[config.mk]
export PLATFORM = sky130hd
export DESIGN_NAME = ddr_rd_window_gen
export DESIGN_NICKNAME = d
export VERILOG_FILES = /design/src/rtl/ddr_rdwin_pkg.sv /design/src/rtl/ddr_rdwin_cfg.sv /design/src/rtl/ddr_rdwin_timer.sv /design/src/rtl/ddr_rdwin_status.sv /design/src/rtl/ddr_rd_window_gen.sv
export SDC_FILE = /design/constraint.sdc
export NUM_CORES = 1
export LEC_CHECK = 0
export BUFFER_PORTS_ARGS = -buffer_cell sky130_fd_sc_hd__buf_2
export CAP_MARGIN = 10
export CELL_PAD_IN_SITES_DETAIL_PLACEMENT = 2
export CELL_PAD_IN_SITES_GLOBAL_PLACEMENT = 2
export CORE_UTILIZATION = 32
export DETAILED_ROUTE_END_ITERATION = 12
export PLACE_DENSITY_LB_ADDON = 0.12
export SYNTH_ARGS = -nofsm -noshare
export SYNTH_HDL_FRONTEND = slang
export SYNTH_SLANG_ARGS = --single-unit
[constraint.sdc]
create_clock -name clk -period 4.1 [get_ports clk]
set_clock_uncertainty 0.05 [all_clocks]
set_input_delay 0.615 -clock clk [delete_from_list [all_inputs] [get_ports clk]]
set_output_delay 0.615 -clock clk [all_outputs]
set_load 0.05 [all_outputs]
[src/rtl/ddr_rdwin_pkg.sv]
package ddr_rdwin_pkg;

  // Outcome of one window: preamble seen at the falling edge or not
  typedef enum logic {
    RES_FAIL = 1'b0,
    RES_OK   = 1'b1
  } rdwin_res_e;

  typedef struct packed {
    logic       valid;
    rdwin_res_e res;
  } rdwin_stat_t;

endpackage

[src/rtl/ddr_rdwin_cfg.sv]
module ddr_rdwin_cfg #(
  parameter int CL_W   = 2,
  parameter int RTD_W  = 3,
  parameter int CL_MIN = 2,
  parameter int CL_MAX = 3,
  parameter int CNT_W  = 4
) (
  input  logic             clk,
  input  logic             rst_n,
  input  logic             we_i,
  input  logic [CL_W-1:0]  cas_wr_i,
  input  logic [RTD_W-1:0] rtd_wr_i,
  output logic [CL_W-1:0]  cas_o,
  output logic [RTD_W-1:0] rtd_o,
  output logic [CNT_W-1:0] width_o
);

  localparam int SUM_W = CNT_W + 1;

  logic [CL_W-1:0]  cas_q, cas_d, cas_clamped;
  logic [RTD_W-1:0] rtd_q, rtd_d;
  logic [SUM_W-1:0] sum;

  // Keep CAS inside the supported range
  always_comb begin
    cas_clamped = cas_wr_i;
    if (int'(cas_wr_i) < CL_MIN) cas_clamped = CL_W'(CL_MIN);
    if (int'(cas_wr_i) > CL_MAX) cas_clamped = CL_W'(CL_MAX);
  end

  always_comb begin
    cas_d = cas_q;
    rtd_d = rtd_q;
    if (we_i) begin
      cas_d = cas_clamped;
      rtd_d = rtd_wr_i;
    end
  end

  always_ff @(posedge clk or negedge rst_n) begin
    if (!rst_n) begin
      cas_q <= CL_W'(CL_MIN);
      rtd_q <= '0;
    end else begin
      cas_q <= cas_d;
      rtd_q <= rtd_d;
    end
  end

  // Window width: CAS - 1 + RTD, at least one cycle
  always_comb begin
    sum     = SUM_W'(cas_q) + SUM_W'(rtd_q) - SUM_W'(1);
    width_o = (sum == '0) ? CNT_W'(1) : sum[CNT_W-1:0];
  end

  assign cas_o = cas_q;
  assign rtd_o = rtd_q;

  AST_CAS_IN_RANGE: assert property (@(posedge clk) disable iff (!rst_n)
    (int'(cas_q) >= CL_MIN) && (int'(cas_q) <= CL_MAX));
  AST_WIDTH_NONZERO: assert property (@(posedge clk) disable iff (!rst_n)
    width_o != '0);

endmodule

[src/rtl/ddr_rdwin_timer.sv]
module ddr_rdwin_timer #(
  parameter int CNT_W = 4
) (
  input  logic             clk,
  input  logic             rst_n,
  input  logic             load_i,
  input  logic [CNT_W-1:0] width_i,
  output logic             win_o,
  output logic             last_o
);

  logic [CNT_W-1:0] cnt_q, cnt_d;

  // cnt_q holds the window cycles still owed after the current one
  always_comb begin
    cnt_d = cnt_q;
    if (load_i)              cnt_d = width_i - CNT_W'(1);
    else if (cnt_q != '0)    cnt_d = cnt_q - CNT_W'(1);
  end

  always_ff @(posedge clk or negedge rst_n) begin
    if (!rst_n) cnt_q <= '0;
    else        cnt_q <= cnt_d;
  end

  assign win_o  = load_i || (cnt_q != '0);
  assign last_o = win_o && (cnt_d == '0);

  AST_RELOAD_ON_CMD: assert property (@(posedge clk) disable iff (!rst_n)
    load_i |=> (cnt_q == $past(width_i) - CNT_W'(1)));
  AST_COUNT_DOWN: assert property (@(posedge clk) disable iff (!rst_n)
    (!load_i && cnt_q != '0) |=> (cnt_q == $past(cnt_q) - CNT_W'(1)));

endmodule

[src/rtl/ddr_rdwin_status.sv]
module ddr_rdwin_status
  import ddr_rdwin_pkg::*;
#(
  parameter int FCNT_W = 8
) (
  input  logic              clk,
  input  logic              rst_n,
  input  logic              clr_i,
  input  logic              end_i,
  input  logic              det_i,
  output logic              valid_o,
  output logic              pass_o,
  output logic [FCNT_W-1:0] fcnt_o
);

  localparam logic [FCNT_W-1:0] FCNT_MAX = '1;

  rdwin_stat_t       stat_q, stat_d;
  logic [FCNT_W-1:0] fcnt_q, fcnt_d;

  always_comb begin
    stat_d = stat_q;
    fcnt_d = fcnt_q;
    if (clr_i) begin
      stat_d = '{valid: 1'b0, res: RES_FAIL};
      fcnt_d = '0;
    end else if (end_i) begin
      stat_d.valid = 1'b1;
      stat_d.res   = det_i ? RES_OK : RES_FAIL;
      if (!det_i && fcnt_q != FCNT_MAX) fcnt_d = fcnt_q + FCNT_W'(1);
    end
  end

  always_ff @(posedge clk or negedge rst_n) begin
    if (!rst_n) begin
      stat_q <= '{valid: 1'b0, res: RES_FAIL};
      fcnt_q <= '0;
    end else begin
      stat_q <= stat_d;
      fcnt_q <= fcnt_d;
    end
  end

  assign valid_o = stat_q.valid;
  assign pass_o  = (stat_q.res == RES_OK);
  assign fcnt_o  = fcnt_q;

  AST_CLEAR_WINS: assert property (@(posedge clk) disable iff (!rst_n)
    clr_i |=> (!valid_o && !pass_o && fcnt_o == '0));
  AST_NO_WRAP: assert property (@(posedge clk) disable iff (!rst_n)
    !clr_i |=> (fcnt_o >= $past(fcnt_o)));
  AST_RESULT_LATCH: assert property (@(posedge clk) disable iff (!rst_n)
    (end_i && !clr_i) |=> (valid_o && pass_o == $past(det_i)));

endmodule

[src/rtl/ddr_rd_window_gen.sv]
module ddr_rd_window_gen #(
  parameter int CL_W   = 2,
  parameter int RTD_W  = 3,
  parameter int CL_MIN = 2,
  parameter int CL_MAX = 3,
  parameter int FCNT_W = 8
) (
  input  logic              clk,
  input  logic              rst_n,
  input  logic              rd_cmd_i,
  input  logic              cfg_we_i,
  input  logic [CL_W-1:0]   cfg_cas_wr_i,
  input  logic [RTD_W-1:0]  cfg_rtd_wr_i,
  input  logic              stat_clr_i,
  input  logic              prmb_det_i,
  output logic              rd_window_o,
  output logic [CL_W-1:0]   cfg_cas_o,
  output logic [RTD_W-1:0]  cfg_rtd_o,
  output logic              stat_valid_o,
  output logic              stat_pass_o,
  output logic [FCNT_W-1:0] fail_cnt_o
);

  localparam int W_MAX = CL_MAX - 1 + (1 << RTD_W) - 1;
  localparam int CNT_W = $clog2(W_MAX + 1);

  logic [CNT_W-1:0] width;
  logic             win_last;

  ddr_rdwin_cfg #(
    .CL_W  (CL_W),
    .RTD_W (RTD_W),
    .CL_MIN(CL_MIN),
    .CL_MAX(CL_MAX),
    .CNT_W (CNT_W)
  ) u_cfg (
    .clk     (clk),
    .rst_n   (rst_n),
    .we_i    (cfg_we_i),
    .cas_wr_i(cfg_cas_wr_i),
    .rtd_wr_i(cfg_rtd_wr_i),
    .cas_o   (cfg_cas_o),
    .rtd_o   (cfg_rtd_o),
    .width_o (width)
  );

  ddr_rdwin_timer #(
    .CNT_W(CNT_W)
  ) u_timer (
    .clk    (clk),
    .rst_n  (rst_n),
    .load_i (rd_cmd_i),
    .width_i(width),
    .win_o  (rd_window_o),
    .last_o (win_last)
  );

  ddr_rdwin_status #(
    .FCNT_W(FCNT_W)
  ) u_status (
    .clk    (clk),
    .rst_n  (rst_n),
    .clr_i  (stat_clr_i),
    .end_i  (win_last),
    .det_i  (prmb_det_i),
    .valid_o(stat_valid_o),
    .pass_o (stat_pass_o),
    .fcnt_o (fail_cnt_o)
  );

  AST_LAST_IN_WINDOW: assert property (@(posedge clk) disable iff (!rst_n)
    win_last |-> rd_window_o);
  AST_WINDOW_CLOSES: assert property (@(posedge clk) disable iff (!rst_n)
    (win_last && !rd_cmd_i) |=> !rd_window_o || rd_cmd_i);

endmodule

==> metrics.md <==
| Metric | Value |
|---|---|
| Slew HR | `0.359` |
| VDD IR max | `0.000141 V` |
| IO buf count | `25` |
| Die area | `just over 4000 um2` |
| Fin util | `0.391` |
| GR peak layer | `met2` |
| Vias in the first global route | `1112` |
| Largest stage delay on the critical path | `0.40 ns` |
| Final instance area | `approximately 1400 um2` |
| Total track usage | `0.168` |
| Fmax | `291 MHz` |
| Post-CTS Hold Buffers | `0` |
| Netlist cell types | `41` |
| Inst Count DP | `193` |
| Vias/cell | `5.32` |
| GRT Residual Overflow | `0` |
| Worst-Margin Slew | `0.962 ns` |
| Max-cap violations | `0` |
| Cell Rows | `22` |
| Min cycle time layout | `3.44 ns` |
| Final nets | `168` |
| Maximum buffer depth of the clock tree | `2` |
| Post-synth EDFFs | `0` |
| Maximum number of pins on one net before global-route repair | `19` |
| Initial drt markers | `16` |
| Yosys reg bits | `18` |
| Final setup TNS | `0 ns` |
| Layout cell share with drive strength beyond 1 | `0.255` |
| Commonest cells after routing, fill and taps aside | `buf_2 (25), dfrtp_1 (18), nor2_1 (10)` |
| Register area share after synthesis | `0.370` |
| Outcome | `complete, no violations` |
| Post-cts resize count | `0` |
| CTS tree | `done` |
| DP HPWL | `2.49 mm` |
| DR WL/cell | `16.2 um` |
| WL final | `3.19 mm` |
| TritonCTS buffer count | `3` |
| Vias | `roughly 1000` |
| CP Class | `reg2reg` |
| Ports | `27` |
| Critical path fanouts, max | `5` |
| Worst-Skew Late Latency | `0.25 ns` |
| Clock root buffer | `clkbuf_8` |
| Met2 Use GR | `0.327` |
| Clock transition at path regs | `0.07 ns` |
| # setup viols final | `0` |
| GPL Wtd Cong | `0.773` |
| DR pass1 iterations | `4` |
| First-pass GRT wire length | `5.21 mm` |
| Met1 track demand over resource | `0.182` |
| Lkg Pwr | `0.683 nW` |
| Final Hold Fails | `0` |
| Reg2Reg Setup Slack | `0.66 ns` |
| Syn nets | `143` |
| Primary FF master, synth | `dfrtp_1` |
| Area delta synth->final | `17.7%` |
| Final worst path period share | `0.839` |
| Fin cells | `197` |
| Die height | `around 64 um` |
| Clk sinks | `18` |
| Antenna Nets Post-Route | `0` |
| Synth warn | `0` |
| PnR Total Power | `roughly 0.7 mW` |
| Critical Path End Type | `register` |
| CP startpoint kind | `register` |
| Die X | `around 64 um` |
| Placed cell areas | `1380 um2` |
| Commonest non-fill, non-tap cell in the layout | `buf_2` |
| Synth Instances | `125` |
| H-tree levels | `1` |
| Most used cell, CP | `ha_1` |
| Netlist Area Pre-Place | `1220 um2` |
| Initial antenna violation count | `0` |
| Core ar. | `3660 um2` |
| Final Max Tran Viols | `0` |
| Pwr/cell area | `approximately 500 nW/um2` |
| Met3 Use GR | `0.0217` |
| Synthesized area per cell | `9.74 um2` |
| CP required | `about 4.2 ns` |
| Antenna cells | `0` |
| Asr flop ratio synth | `1.00` |
| CP Cell Sequence | `ha_1 > inv_1 > ha_1 > ha_1 > xor3_2 > o2111a_1 > nor2_1 > ha_1 > nand2_1 > o31a_1 > a211oi_4 > nand2_1 > nor4_1 > mux2_1` |
| Setup bufs post-CTS | `0` |
| Hold Crit Class | `in2async` |
| DRC Markers | `0` |
| Initial Util | `0.333` |
| Slowest CP cell | `dfrtp_1` |
| Data arrival, critical path | `3.53 ns` |
| RSZ-0062 raised after global routing | `no` |
## per-stage QoR
stage / hold WS (ns) / worst slack (ns)
floorplan: 0.269 / 0.646
global placement: 0.435 / 0.818
detailed placement: 0.470 / 0.618
CTS: 0.260 / 0.602
global route: 0.264 / 0.439
finish: 0.243 / 0.659
## synth_stat cells (3+ instances only)
library cell | count | area, um2
dfrtp_1 | 18 | 450
nor2_1 | 10 | 37.5
nand2b_1 | 8 | 50.1
ha_1 | 7 | 87.6
inv_1 | 7 | 26.3
nor2b_1 | 7 | 43.8
nand3_1 | 6 | 30.0
a21oi_1 | 5 | 25.0
and3_1 | 4 | 25.0
mux2_1 | 4 | 45.0
nand2_1 | 4 | 15.0
mux2_2 | 3 | 33.8
mux2i_1 | 3 | 30.0
## worst max-delay path: cells and delay by family (launching register included)
kind | cells | cell delay, ns
simple gates | 4 | 0.57
xor+xnor | 1 | 0.24
buf+inv | 1 | 0.07
flops | 1 | 0.40
compound gates | 3 | 0.66
fa+ha+maj | 4 | 0.99
mux | 1 | 0.36
## logic make-up after synthesis
kind of cell               count (synthesis)  synth area share
and+or+nand+nor                           54             0.257
AOI/OAI and AO/OA                         20             0.132
DFF                                       18             0.370
buffers and inverters                     12            0.0421
muxes                                     10            0.0894
adders and majority gates                  7            0.0719
xor gates and xnor gates                   3            0.0349
other                                      1           0.00308
## final timing paths
| kind | cells past startpoint | end | start |
|---|---|---|---|
| min in group clk | 1 | u_status.valid_o$_DFFE_PN0P_ | u_status.valid_o$_DFFE_PN0P_ |
| setup reg to reg | 14 | u_status.fcnt_o[4]$_DFFE_PN0P_ | u_cfg.cas_o[0]$_DFFE_PN0P_ |
| max in group asynchronous | 1 | u_cfg.rtd_o[0]$_DFFE_PN0P_ | rst_n |
| hold / removal | 1 | u_status.fcnt_o[1]$_DFFE_PN0P_ | rst_n |
| hold reg to reg | 1 | u_status.valid_o$_DFFE_PN0P_ | u_status.valid_o$_DFFE_PN0P_ |
| setup / recovery | 14 | u_status.fcnt_o[4]$_DFFE_PN0P_ | u_cfg.cas_o[0]$_DFFE_PN0P_ |
## power by group
part	switching [mW]	internal, mW
Combinational	0.216	0.117
Sequential	0.0228	0.207
Clock	0.0634	0.0853
## cell type report
cell class / count / area (um2)
clock buffer: 4 / 55.1
fill: 418 / 2230
inverter: 7 / 26.3
multi-input combinational: 95 / 716
sequential: 18 / 450
tap: 48 / 60.1
timing repair buffer: 25 / 125
## metal layers
layer | vias up | routed length (um)
met5 | - | 0
met4 | 0 | 27
met3 | 2 | 91
met2 | 21 | 1820
met1 | 533 | 1250
li1 | 493 | -
## flip-flops by register name, summed over array words and instances (netlist names)
name and cells:
u_cfg.cas_o 1, u_status.valid_o 1, u_status.fcnt_o 8, u_status.pass_o 1
u_timer.cnt_q 4, u_cfg.rtd_o 3
(Power assumes the default switching activity.)
